<file path="config.mk">
export PLATFORM = sky130hd
export DESIGN_NAME = rsq_top
export DESIGN_NICKNAME = d
export VERILOG_FILES = /design/src/rtl/rsq_pkg.sv /design/src/rtl/rsq_slot_scan.sv /design/src/rtl/rsq_bump_alloc.sv /design/src/rtl/rsq_cfg_writer.sv /design/src/rtl/rsq_top.sv
export SDC_FILE = /design/constraint.sdc
export NUM_CORES = 1
export LEC_CHECK = 0
export BUFFER_PORTS_ARGS = -buffer_cell sky130_fd_sc_hd__buf_2
export CAP_MARGIN = 0
export CORE_ASPECT_RATIO = 1.75
export CORE_MARGIN = 2
export CORE_UTILIZATION = 41
export DETAILED_ROUTE_END_ITERATION = 8
export GPL_TIMING_DRIVEN = 0
export PLACE_DENSITY = 0.55
export SYNTH_ARGS = -nofsm -noshare
export SYNTH_HDL_FRONTEND = slang
export SYNTH_SLANG_ARGS = --single-unit
</file>
<file path="constraint.sdc">
create_clock -name clk -period 7.13 [get_ports clk]
set_clock_uncertainty 0.05 [all_clocks]
set_input_delay 0 -clock clk [delete_from_list [all_inputs] [get_ports clk]]
set_output_delay 0 -clock clk [all_outputs]
set_load 0.005 [all_outputs]
</file>
<file path="src/rtl/rsq_pkg.sv">
package rsq_pkg;

  localparam logic [7:0]  CMD_OFFSET      = 8'h04;
  localparam logic [7:0]  BAR_BASE_OFFSET = 8'h10;
  localparam logic [15:0] LEGACY_CLASS    = 16'h0101;
  localparam int unsigned LEGACY_REGIONS  = 4;

  typedef enum logic [2:0] {
    SQ_IDLE,
    SQ_SLOT,
    SQ_REGION,
    SQ_REG_WAIT,
    SQ_CMD,
    SQ_CMD_WAIT,
    SQ_NEXT,
    SQ_DONE
  } seq_state_e;

  typedef enum logic [1:0] {
    CW_IDLE,
    CW_LATCH,
    CW_DATA
  } cw_state_e;

  // Fixed addresses for the legacy storage class, by region index
  function automatic logic [31:0] legacy_addr(input int unsigned idx);
    case (idx)
      0:       return 32'h0000_01F0;
      1:       return 32'h0000_03F4;
      2:       return 32'h0000_0170;
      3:       return 32'h0000_0374;
      default: return 32'h0000_0000;
    endcase
  endfunction

  // Address latch word: enable, bus, device/function, register offset
  function automatic logic [31:0] latch_word(input logic [7:0] bus,
                                             input logic [7:0] devfn,
                                             input logic [7:0] offset);
    return {1'b1, 7'b0, bus, devfn, offset};
  endfunction

endpackage

</file>
<file path="src/rtl/rsq_slot_scan.sv">
module rsq_slot_scan #(
  parameter int unsigned NUM_BUS   = 256,
  parameter int unsigned NUM_DEVFN = 256
) (
  input  logic       clk,
  input  logic       rst_n,
  input  logic       clear,
  input  logic       step,
  output logic [7:0] bus_o,
  output logic [7:0] devfn_o,
  output logic       last_o
);

  localparam int unsigned BUS_W   = (NUM_BUS   > 1) ? $clog2(NUM_BUS)   : 1;
  localparam int unsigned DEVFN_W = (NUM_DEVFN > 1) ? $clog2(NUM_DEVFN) : 1;
  localparam logic [BUS_W-1:0]   BUS_MAX   = BUS_W'(NUM_BUS - 1);
  localparam logic [DEVFN_W-1:0] DEVFN_MAX = DEVFN_W'(NUM_DEVFN - 1);

  logic [BUS_W-1:0]   bus_q,   bus_d;
  logic [DEVFN_W-1:0] devfn_q, devfn_d;
  logic               cnt_en;

  assign cnt_en = clear | step;

  always_comb begin
    bus_d   = bus_q;
    devfn_d = devfn_q;
    if (clear) begin
      bus_d   = '0;
      devfn_d = '0;
    end else if (step) begin
      if (devfn_q == DEVFN_MAX) begin
        devfn_d = '0;
        bus_d   = bus_q + 1'b1;
      end else begin
        devfn_d = devfn_q + 1'b1;
      end
    end
  end

  always_ff @(posedge clk or negedge rst_n) begin
    if (!rst_n) begin
      bus_q   <= '0;
      devfn_q <= '0;
    end else if (cnt_en) begin
      bus_q   <= bus_d;
      devfn_q <= devfn_d;
    end
  end

  assign bus_o   = 8'(bus_q);
  assign devfn_o = 8'(devfn_q);
  assign last_o  = (bus_q == BUS_MAX) && (devfn_q == DEVFN_MAX);

  // end of a bus rolls over to device/function 0 of the next bus
  a_r2_devfn_wrap: assert property (@(posedge clk) disable iff (!rst_n)
    (step && !clear && !last_o && devfn_q == DEVFN_MAX)
      |=> (devfn_q == '0) && (bus_q == BUS_W'($past(bus_q) + 1'b1)));

endmodule

</file>
<file path="src/rtl/rsq_bump_alloc.sv">
module rsq_bump_alloc #(
  parameter logic [31:0] START = 32'h0000_C000
) (
  input  logic        clk,
  input  logic        rst_n,
  input  logic        init,
  input  logic        take,
  input  logic [31:0] size_i,
  output logic [31:0] addr_o
);

  logic [31:0] ptr_q, ptr_d;
  logic [31:0] size_mask;
  logic        ptr_en;

  assign size_mask = size_i - 32'd1;
  assign addr_o    = (ptr_q + size_mask) & ~size_mask;
  assign ptr_en    = init | take;

  always_comb begin
    ptr_d = ptr_q;
    if (init) begin
      ptr_d = START;
    end else if (take) begin
      ptr_d = addr_o + size_i;
    end
  end

  always_ff @(posedge clk or negedge rst_n) begin
    if (!rst_n) begin
      ptr_q <= START;
    end else if (ptr_en) begin
      ptr_q <= ptr_d;
    end
  end

  // a power-of-two region is handed an address that is a multiple of its size
  a_r6_aligned: assert property (@(posedge clk) disable iff (!rst_n)
    (take && $countones(size_i) == 1) |-> ((addr_o % size_i) == 32'd0));

endmodule

</file>
<file path="src/rtl/rsq_cfg_writer.sv">
module rsq_cfg_writer
  import rsq_pkg::*;
(
  input  logic        clk,
  input  logic        rst_n,
  input  logic        go,
  input  logic [31:0] latch_i,
  input  logic [31:0] data_i,
  output logic        finish,
  output logic        wr_req,
  output logic        wr_sel,
  output logic [31:0] wr_data,
  input  logic        wr_ack
);

  cw_state_e   state_q, state_d;
  logic [31:0] latch_q, data_q;
  logic        capture;

  assign capture = (state_q == CW_IDLE) && go;

  always_comb begin
    state_d = state_q;
    finish  = 1'b0;
    case (state_q)
      CW_IDLE:  if (go)     state_d = CW_LATCH;
      CW_LATCH: if (wr_ack) state_d = CW_DATA;
      CW_DATA: begin
        if (wr_ack) begin
          state_d = CW_IDLE;
          finish  = 1'b1;
        end
      end
      default:  state_d = CW_IDLE;
    endcase
  end

  always_ff @(posedge clk or negedge rst_n) begin
    if (!rst_n) begin
      state_q <= CW_IDLE;
    end else begin
      state_q <= state_d;
    end
  end

  always_ff @(posedge clk or negedge rst_n) begin
    if (!rst_n) begin
      latch_q <= '0;
      data_q  <= '0;
    end else if (capture) begin
      latch_q <= latch_i;
      data_q  <= data_i;
    end
  end

  assign wr_req  = (state_q != CW_IDLE);
  assign wr_sel  = (state_q == CW_DATA);
  assign wr_data = wr_sel ? data_q : latch_q;

  // a pending phase holds until accepted
  a_r4_req_hold: assert property (@(posedge clk) disable iff (!rst_n)
    (wr_req && !wr_ack) |=> (wr_req && $stable(wr_sel) && $stable(wr_data)));

  // latch phase word carries the enable bit and a dword-aligned offset
  a_r3_latch_format: assert property (@(posedge clk) disable iff (!rst_n)
    (wr_req && !wr_sel) |-> (wr_data[31] && wr_data[30:24] == 7'd0 && wr_data[1:0] == 2'd0));

  // an accepted latch phase is followed by a data phase
  a_r3_data_follows: assert property (@(posedge clk) disable iff (!rst_n)
    (wr_req && !wr_sel && wr_ack) |=> (wr_req && wr_sel));

endmodule

</file>
<file path="src/rtl/rsq_top.sv">
module rsq_top
  import rsq_pkg::*;
#(
  parameter int unsigned NUM_BUS     = 256,
  parameter int unsigned NUM_DEVFN   = 256,
  parameter int unsigned NUM_REGIONS = 6,
  parameter logic [31:0] IO_START    = 32'h0000_C000,
  parameter logic [31:0] MEM_START   = 32'hF000_0000,
  localparam int unsigned REG_W      = (NUM_REGIONS > 1) ? $clog2(NUM_REGIONS) : 1
) (
  input  logic             clk,
  input  logic             rst_n,
  input  logic             start,
  output logic             done,
  output logic [7:0]       slot_bus,
  output logic [7:0]       slot_devfn,
  output logic [REG_W-1:0] region_sel,
  input  logic             slot_present,
  input  logic [15:0]      slot_class,
  input  logic [31:0]      region_size,
  input  logic             region_is_io,
  output logic             wr_req,
  output logic             wr_sel,
  output logic [31:0]      wr_data,
  input  logic             wr_ack
);

  localparam logic [REG_W-1:0] REG_MAX = REG_W'(NUM_REGIONS - 1);

  seq_state_e       state_q, state_d;
  logic [REG_W-1:0] region_q, region_d;
  logic             io_en_q, io_en_d;
  logic             mem_en_q, mem_en_d;

  logic             scan_clear, scan_step, scan_last;
  logic             alloc_init, io_take, mem_take;
  logic [31:0]      io_addr, mem_addr;
  logic             wr_go, wr_finish;
  logic [31:0]      go_latch, go_data;
  logic             cls_legacy, region_last, legacy_slot_hit;
  logic [7:0]       bar_off;

  assign cls_legacy      = (slot_class == LEGACY_CLASS);
  assign region_last     = (region_q == REG_MAX);
  assign legacy_slot_hit = (int'(region_q) < LEGACY_REGIONS);
  assign bar_off         = BAR_BASE_OFFSET + 8'({region_q, 2'b00});

  rsq_slot_scan #(
    .NUM_BUS   (NUM_BUS),
    .NUM_DEVFN (NUM_DEVFN)
  ) u_scan (
    .clk     (clk),
    .rst_n   (rst_n),
    .clear   (scan_clear),
    .step    (scan_step),
    .bus_o   (slot_bus),
    .devfn_o (slot_devfn),
    .last_o  (scan_last)
  );

  rsq_bump_alloc #(.START(IO_START)) u_io_alloc (
    .clk    (clk),
    .rst_n  (rst_n),
    .init   (alloc_init),
    .take   (io_take),
    .size_i (region_size),
    .addr_o (io_addr)
  );

  rsq_bump_alloc #(.START(MEM_START)) u_mem_alloc (
    .clk    (clk),
    .rst_n  (rst_n),
    .init   (alloc_init),
    .take   (mem_take),
    .size_i (region_size),
    .addr_o (mem_addr)
  );

  rsq_cfg_writer u_writer (
    .clk     (clk),
    .rst_n   (rst_n),
    .go      (wr_go),
    .latch_i (go_latch),
    .data_i  (go_data),
    .finish  (wr_finish),
    .wr_req  (wr_req),
    .wr_sel  (wr_sel),
    .wr_data (wr_data),
    .wr_ack  (wr_ack)
  );

  always_comb begin
    state_d    = state_q;
    region_d   = region_q;
    io_en_d    = io_en_q;
    mem_en_d   = mem_en_q;
    scan_clear = 1'b0;
    scan_step  = 1'b0;
    alloc_init = 1'b0;
    io_take    = 1'b0;
    mem_take   = 1'b0;
    wr_go      = 1'b0;
    go_latch   = '0;
    go_data    = '0;
    case (state_q)
      SQ_IDLE, SQ_DONE: begin
        if (start) begin
          scan_clear = 1'b1;
          alloc_init = 1'b1;
          state_d    = SQ_SLOT;
        end
      end
      SQ_SLOT: begin
        region_d = '0;
        io_en_d  = 1'b0;
        mem_en_d = 1'b0;
        state_d  = slot_present ? SQ_REGION : SQ_NEXT;
      end
      SQ_REGION: begin
        go_latch = latch_word(slot_bus, slot_devfn, bar_off);
        if (cls_legacy) begin
          wr_go   = legacy_slot_hit;
          go_data = legacy_addr(int'(region_q));
        end else begin
          wr_go    = (region_size != 32'd0);
          io_take  = wr_go && region_is_io;
          mem_take = wr_go && !region_is_io;
          go_data  = region_is_io ? io_addr : mem_addr;
        end
        if (wr_go) begin
          io_en_d  = io_en_q | region_is_io;
          mem_en_d = mem_en_q | !region_is_io;
          state_d  = SQ_REG_WAIT;
        end else if (region_last) begin
          state_d = SQ_CMD;
        end else begin
          region_d = region_q + 1'b1;
        end
      end
      SQ_REG_WAIT: begin
        if (wr_finish) begin
          if (region_last) begin
            state_d = SQ_CMD;
          end else begin
            region_d = region_q + 1'b1;
            state_d  = SQ_REGION;
          end
        end
      end
      SQ_CMD: begin
        if (io_en_q || mem_en_q) begin
          wr_go    = 1'b1;
          go_latch = latch_word(slot_bus, slot_devfn, CMD_OFFSET);
          go_data  = {30'd0, mem_en_q, io_en_q};
          state_d  = SQ_CMD_WAIT;
        end else begin
          state_d = SQ_NEXT;
        end
      end
      SQ_CMD_WAIT: begin
        if (wr_finish) state_d = SQ_NEXT;
      end
      SQ_NEXT: begin
        if (scan_last) begin
          state_d = SQ_DONE;
        end else begin
          scan_step = 1'b1;
          state_d   = SQ_SLOT;
        end
      end
      default: state_d = SQ_IDLE;
    endcase
  end

  always_ff @(posedge clk or negedge rst_n) begin
    if (!rst_n) begin
      state_q  <= SQ_IDLE;
      region_q <= '0;
      io_en_q  <= 1'b0;
      mem_en_q <= 1'b0;
    end else begin
      state_q  <= state_d;
      region_q <= region_d;
      io_en_q  <= io_en_d;
      mem_en_q <= mem_en_d;
    end
  end

  assign done       = (state_q == SQ_DONE);
  assign region_sel = region_q;

  // no configuration traffic once the scan has finished
  a_r1_done_quiet: assert property (@(posedge clk) disable iff (!rst_n)
    done |-> !wr_req);

  // done holds until a new start
  a_r1_done_hold: assert property (@(posedge clk) disable iff (!rst_n)
    (done && !start) |=> done);

  // command data carries only the two decode enables, at least one set
  a_r8_cmd_bits: assert property (@(posedge clk) disable iff (!rst_n)
    (wr_req && wr_sel && state_q == SQ_CMD_WAIT)
      |-> (wr_data[31:2] == 30'd0 && wr_data[1:0] != 2'd0));

  // legacy-class region data is one of the fixed addresses
  a_r5_legacy_value: assert property (@(posedge clk) disable iff (!rst_n)
    (wr_req && wr_sel && state_q == SQ_REG_WAIT && cls_legacy)
      |-> (wr_data == 32'h1F0 || wr_data == 32'h3F4 ||
           wr_data == 32'h170 || wr_data == 32'h374));

endmodule

</file>
# Word level (Yosys, flattened, before mapping)
# Cells that the tools add are included.
[classes]
magnitude_cmp = 1
bitwise_logic = 8
reduce_logical = 26
n_eq_ne = 25
add_sub_neg = 9
n_mux = 54
[op_table]
columns = ["op", "n"]
rows = [
  ["$mux 32", 8],
  ["$add 32x32->32", 4],
  ["$pmux 32 s2", 2],
  ["$and 32x32->32", 2],
  ["$mux 8", 6],
  ["$pmux 10 s4", 1],
  ["$mux 3", 11],
  ["$not 32->32", 1],
  ["$reduce_bool 32->1", 1],
  ["$sub 32x1->32 const B", 1],
  ["$pmux 3 s7", 1],
  ["$add 8x1->8 const B", 2],
  ["$eq 16x9->1 const B", 1],
  ["$eq 8x8->1 const B", 2],
  ["$eq 3x3->1 const B", 5],
  ["$mux 1", 15],
  ["$eq 3x2->1 const B", 4],
  ["$reduce_bool 2->1", 6],
  ["$mux 2", 5],
  ["$ne 2x2->1 const B", 5],
  ["$pmux 3 s3", 1],
  ["$reduce_and 3->1", 3],
  ["$reduce_and 2->1", 4],
  ["$add 5x5->6 const A", 1],
  ["other kinds (18)", 31],
]
[word_totals]
output_inout_bits = 54
wordCells = 134
ff_bits = 154

# Logic depth before layout (Yosys ltp)
[depth]
word_depth = 6
ltp_mapped = 28
ltp_nobuf = 25

# Modules after synthesis
# From an unflattened synthesis, not the netlist that was laid out.
[unflattened]
hier_cells = 2239
hier_area_um2 = 18551.5
[by_module_without_submodules]
columns = ["mod", "area_per_inst_um2", "n_inst", "seq_area_each_um2", "cells_each"]
rows = [
  ["rsq_bump_alloc at u_io_alloc", 6528.8, 1, 803.3, 863],
  ["rsq_bump_alloc at u_mem_alloc", 6372.4, 1, 805.8, 887],
  ["rsq_cfg_writer", 3204.3, 1, 1651.6, 182],
  ["rsq_top", 1501.4, 1, 200.2, 211],
  ["rsq_slot_scan", 944.7, 1, 400.4, 96],
]

# Worst setup path after synthesis
# OpenSTA, ideal clock, no wires.
[synth_path]
path_type = "input to register"
startpoint = "input port region_size[0]"
endpoint = "register u_io_alloc.ptr_q[31]"
required_ns = 6.956
n_path_buf = 4
path_slack_ns = 1.688
cell_stages = 26
arrival_ns = 5.268
setup_ns = 0.124
cell_sequence = "buf_6 > inv_1 > ha_1 > or3b_1 > buf_2 > nor4b_2 > buf_2 > nand3_1 > xnor2_1 > ha_1 > clkbuf_1 > nand2_1 > nor2_1 > o211ai_1 > a211oi_1 > o21a_1 > o22a_1 > a21oi_1 > o21bai_1 > xnor2_1 > nor2_1 > ha_1 > or4b_1 > o221ai_2 > nor3_1 > a211o_1"
[synth_via]
elab_chain_cells = 6
elab_cells_between_ends = 14
classes_between = "3 x add/sub; 4 x mux; 3 x bitwise; 4 x reduce/logical"
[synth_lines]
columns = ["item", "line_no", "text"]
rows = [
  ["start, declared", "rsq_top.sv:20", "input logic [31:0] region_size,"],
  ["$sub 32x1->32 / $reduce_bool 32->1 (equally long branches)", "rsq_bump_alloc.sv:16, rsq_top.sv:125", ""],
  ["$add 32x32->32, or another cell as far along", "rsq_bump_alloc.sv:17", "assign addr_o = (ptr_q + size_mask) & ~size_mask;"],
  ["$and 32x32->32 / $mux 1 (equally long branches)", "rsq_bump_alloc.sv:17, rsq_top.sv:121", ""],
  ["$add 32x32->32 / $mux 1 (equally long branches)", "rsq_bump_alloc.sv:25, rsq_top.sv:105", ""],
  ["$mux 32, or another cell as far along", "rsq_bump_alloc.sv:24", "end else if (take) begin"],
  ["$mux 32 / $reduce_and 2->1 (equally long branches)", "-", ""],
  ["end signal, assigned", "rsq_bump_alloc.sv:33", "ptr_q <= ptr_d;"],
  ["end, declared", "rsq_bump_alloc.sv:12", "logic [31:0] ptr_q, ptr_d;"],
]
# Several ways; a longest one is shown, not always the timed one. The select of a mux whose other input is x is not followed.
# A chain may end at the register's enable or synchronous reset.

# Final worst setup path
[layout_path]
startpoint = "input port region_size[0]"
endpoint = "register u_io_alloc.ptr_q[30]"
# The elaborated chain is that of the path after synthesis.

==> flow_summary.json <==
{
  "first_pass_iters": 5,
  "grt_max_degree": 103,
  "die_h_um": 265.9,
  "grt_pass1_wl_um": 100500,
  "tightest_slew_ps": 1263,
  "ys.flop_type": "dfrtp_1",
  "irDropWorstVdd_mv": 0.2706,
  "leakage_uw": 0.007709,
  "post-dp-hpwl_um": 54580,
  "root_buffer": "clkbuf_16",
  "grt_pass1_vias": 17042,
  "ys_seq_area_frac": 0.2231,
  "fill_cells": 4095,
  "layout-drive-gt1-share": 0.1121,
  "dp.cells": 2685,
  "arrival_ps": 7090,
  "ys_warn_count": 0,
  "cp-end-kind": "flip-flop",
  "syn_area_um2": 16070,
  "cts_buffer_depth": 2,
  "post-route-period-util": 0.9463,
  "cap_violations": 0,
  "wl_um": 66750,
  "drt_iter0_drc": 969,
  "core_um2": 38920,
  "cp.required_ps": 7470,
  "rsz0062_at_grt": "false",
  "synth_edf_count": 0,
  "grt.overflow.total": 0,
  "place.gp.congestion": 0.9890,
  "num_vias": 17060,
  "syn_to_final_growth_pct": 11.50,
  "finalCriticalPeriod_ps": 6747,
  "power_density_nw_per_um2": 449.4,
  "hold_viol": 0,
  "cts_buffers": 17,
  "cp_top_family": "simple AND/OR/NAND/NOR gates",
  "max_freq_mhz": 148.2,
  "ios": 108,
  "start_kind": "input port",
  "final_cell_mix": "225 x nand2_1, 164 x nor2_1, 155 x o21ai_0",
  "fp-row-count": 96,
  "final_nets": 2374,
  "min_path_type": "in -> reg",
  "mostFrequentLayoutCell": "nand2_1",
  "synthCells": 2094,
  "relSlewSlack": 0.1527,
  "ys_types": 106,
  "drc": 0,
  "max_stage_delay_ps": 720,
  "cp_max_fo": 10,
  "finalMaxSlewViolations": 0,
  "die_w_um": 153.7,
  "clock-sinks": 143,
  "worst-path-buf-inv": 6,
  "stdcell_count": 2722,
  "postRouteAntennaNets": 0,
  "avgRoutedWirePerCell_um": 24.52,
  "status": "finished, final reports clean",
  "utilization": 0.4606,
  "cts_tree": "yes",
  "syn_avg_cell_area_um2": 7.676,
  "initial_core_util": 0.4130,
  "via_per_inst": 6.267,
  "synthArstFlopShare": 1.000,
  "critPathSlowestCell": "a2111oi_2",
  "path_class": "in -> reg",
  "critPathMostFrequentCell": "nand3_1",
  "fp.dieArea_um2": 40870,
  "path_clk_slew_ps": 70,
  "track_usage": 0.3214,
  "setup_tns_ps": 0,
  "clkLatencyLatePin_ps": 460,
  "port_buffers": 100,
  "setup_violations": 0,
  "grt_antenna_before_repair": 2,
  "htree_levels": 4,
  "ys_seq_elements": 143,
  "synth_nets": 2250
}
path summary, 6_finish.rpt:
kind / slack (ps) / depth (start not counted) / end / from
max in group asynchronous: 5580 / 4 / u_scan.bus_o[7] / rst_n
min in group asynchronous: 480 / 3 / u_mem_alloc.ptr_q[4] / rst_n
worst min-delay path: 7 / 4 / u_io_alloc.ptr_q[11] / region_size[11]
worst min register to register: 420 / 1 / u_writer.latch_q[31] / u_writer.latch_q[31]
worst max register to register: 1630 / 18 / u_mem_alloc.ptr_q[26] / u_mem_alloc.ptr_q[0]
worst max-delay path: 380 / 25 / u_io_alloc.ptr_q[30] / region_size[0]
registers in the layout, indices dropped and copies added (netlist names):
register           count
u_scan.devfn_o         8
mem_en_q               1
state_q                3
u_writer.data_q       32
u_io_alloc.ptr_q      32
region_sel             3
u_mem_alloc.ptr_q     32
u_scan.bus_o           8
u_writer.latch_q      21
io_en_q                1
u_writer.state_q       2
cells by family (layout without fill, tap and decap cells):
| family | count (synthesis) | in the layout | share of synthesized area |
|---|---|---|---|
| flip-flops | 143 | 143 | 0.2231 |
| other | 0 | 1 | 0 |
| XOR/XNOR | 108 | 108 | 0.05931 |
| buffers and inverters | 158 | 295 | 0.03931 |
| multiplexers | 84 | 84 | 0.05472 |
| AO/OA/AOI/OAI | 653 | 653 | 0.2758 |
| AND/OR/NAND/NOR | 846 | 846 | 0.2665 |
| adder cells (fa/ha/maj) | 102 | 102 | 0.08126 |
synth_stat cells (all sizes together) (8+ instances only):
library cell / n / share of area
nand2: 226 / 0.053
o21ai: 170 / 0.053
nor2: 165 / 0.039
dfrtp: 137 / 0.21
a21oi: 128 / 0.040
nand3: 103 / 0.032
ha: 98 / 0.076
clkbuf: 78 / 0.018
nor3: 72 / 0.024
xnor2: 72 / 0.040
inv: 58 / 0.014
mux2i: 53 / 0.033
and2: 42 / 0.016
a21o: 40 / 0.019
or3: 38 / 0.015
xor2: 36 / 0.020
o31ai: 32 / 0.016
mux2: 31 / 0.022
nor2b: 31 / 0.012
a211oi: 28 / 0.013
nand4: 27 / 0.011
o211ai: 25 / 0.012
and3: 24 / 0.0097
or2: 24 / 0.0093
buf: 22 / 0.0075
o21a: 21 / 0.0098
a31oi: 18 / 0.0074
o41ai: 18 / 0.010
nand2b: 16 / 0.0062
a21boi: 15 / 0.0070
nor4: 15 / 0.0058
o22ai: 14 / 0.0054
or4: 14 / 0.0068
a211o: 11 / 0.0060
a22oi: 11 / 0.0051
a22o: 9 / 0.0049
a311oi: 9 / 0.0053
nand3b: 9 / 0.0042
a221oi: 8 / 0.0047
o2111ai: 8 / 0.0044
worst min-delay path, delay by kind of cell:
| kind | cells | cell delay, ps |
|---|---|---|
| XOR/XNOR | 1 | 150 |
| buffers and inverters | 1 | 110 |
| multiplexers | 1 | 110 |
| AO/OA/AOI/OAI | 1 | 80 |
what timing repair did:
action | CTS | global route
resized for setup | 1 | 11
setup buffers | 0 | 0
hold buffers | 3 | 1
hold endpoints to repair | 145 | 3
setup endpoints to repair | 3 | 8
power breakdown:
part           total, uW  internal, uW  switching (uW)  leakage [uW]
Combinational       5700          1980            3720       0.00556
Sequential          1390          1130             258       0.00186
Clock                960           501             459      0.000294
Total               8050          3610            4440       0.00771
metal layers:
layer  up-vias  part of all wire  global-route usage
met4         0             0.091              0.2487
met5         -                 0                   0
met2       523              0.52              0.5939
met3       205             0.032             0.03221
met1      8223              0.36              0.3282
li1       8109                 -                   -
layout make-up:
cell class | instances | area (um2) | area share
timing repair buffer | 105 | 578.1 | 0.03225
clock inverter | 14 | 162.7 | 0.009075
sequential | 143 | 3586 | 0.2001
clock buffer | 18 | 429.2 | 0.02394
antenna | 1 | 2.502 | 0.0001396
multi-input combinational | 1793 | 11920 | 0.6649
buffer | 100 | 416.7 | 0.02325
tap | 490 | 613.1 | 0.03421
inverter | 58 | 217.7 | 0.01215
metrics by stage:
step           power [uW]  area [um2]  hold WS, ps  setup slack (ps)
6_report             8055       17920        7.259             383.1
5_1_grt              8642       17920        54.04             58.05
4_1_cts              7979       17850        4.388             233.2
3_5_place_dp         6989       17230       -110.9            -510.8
3_3_place_gp         6921       17190        206.7            -489.1
2_1_floorplan        5237       16070       -345.6              1688
No activity file was read; power rests on OpenSTA's default activity.
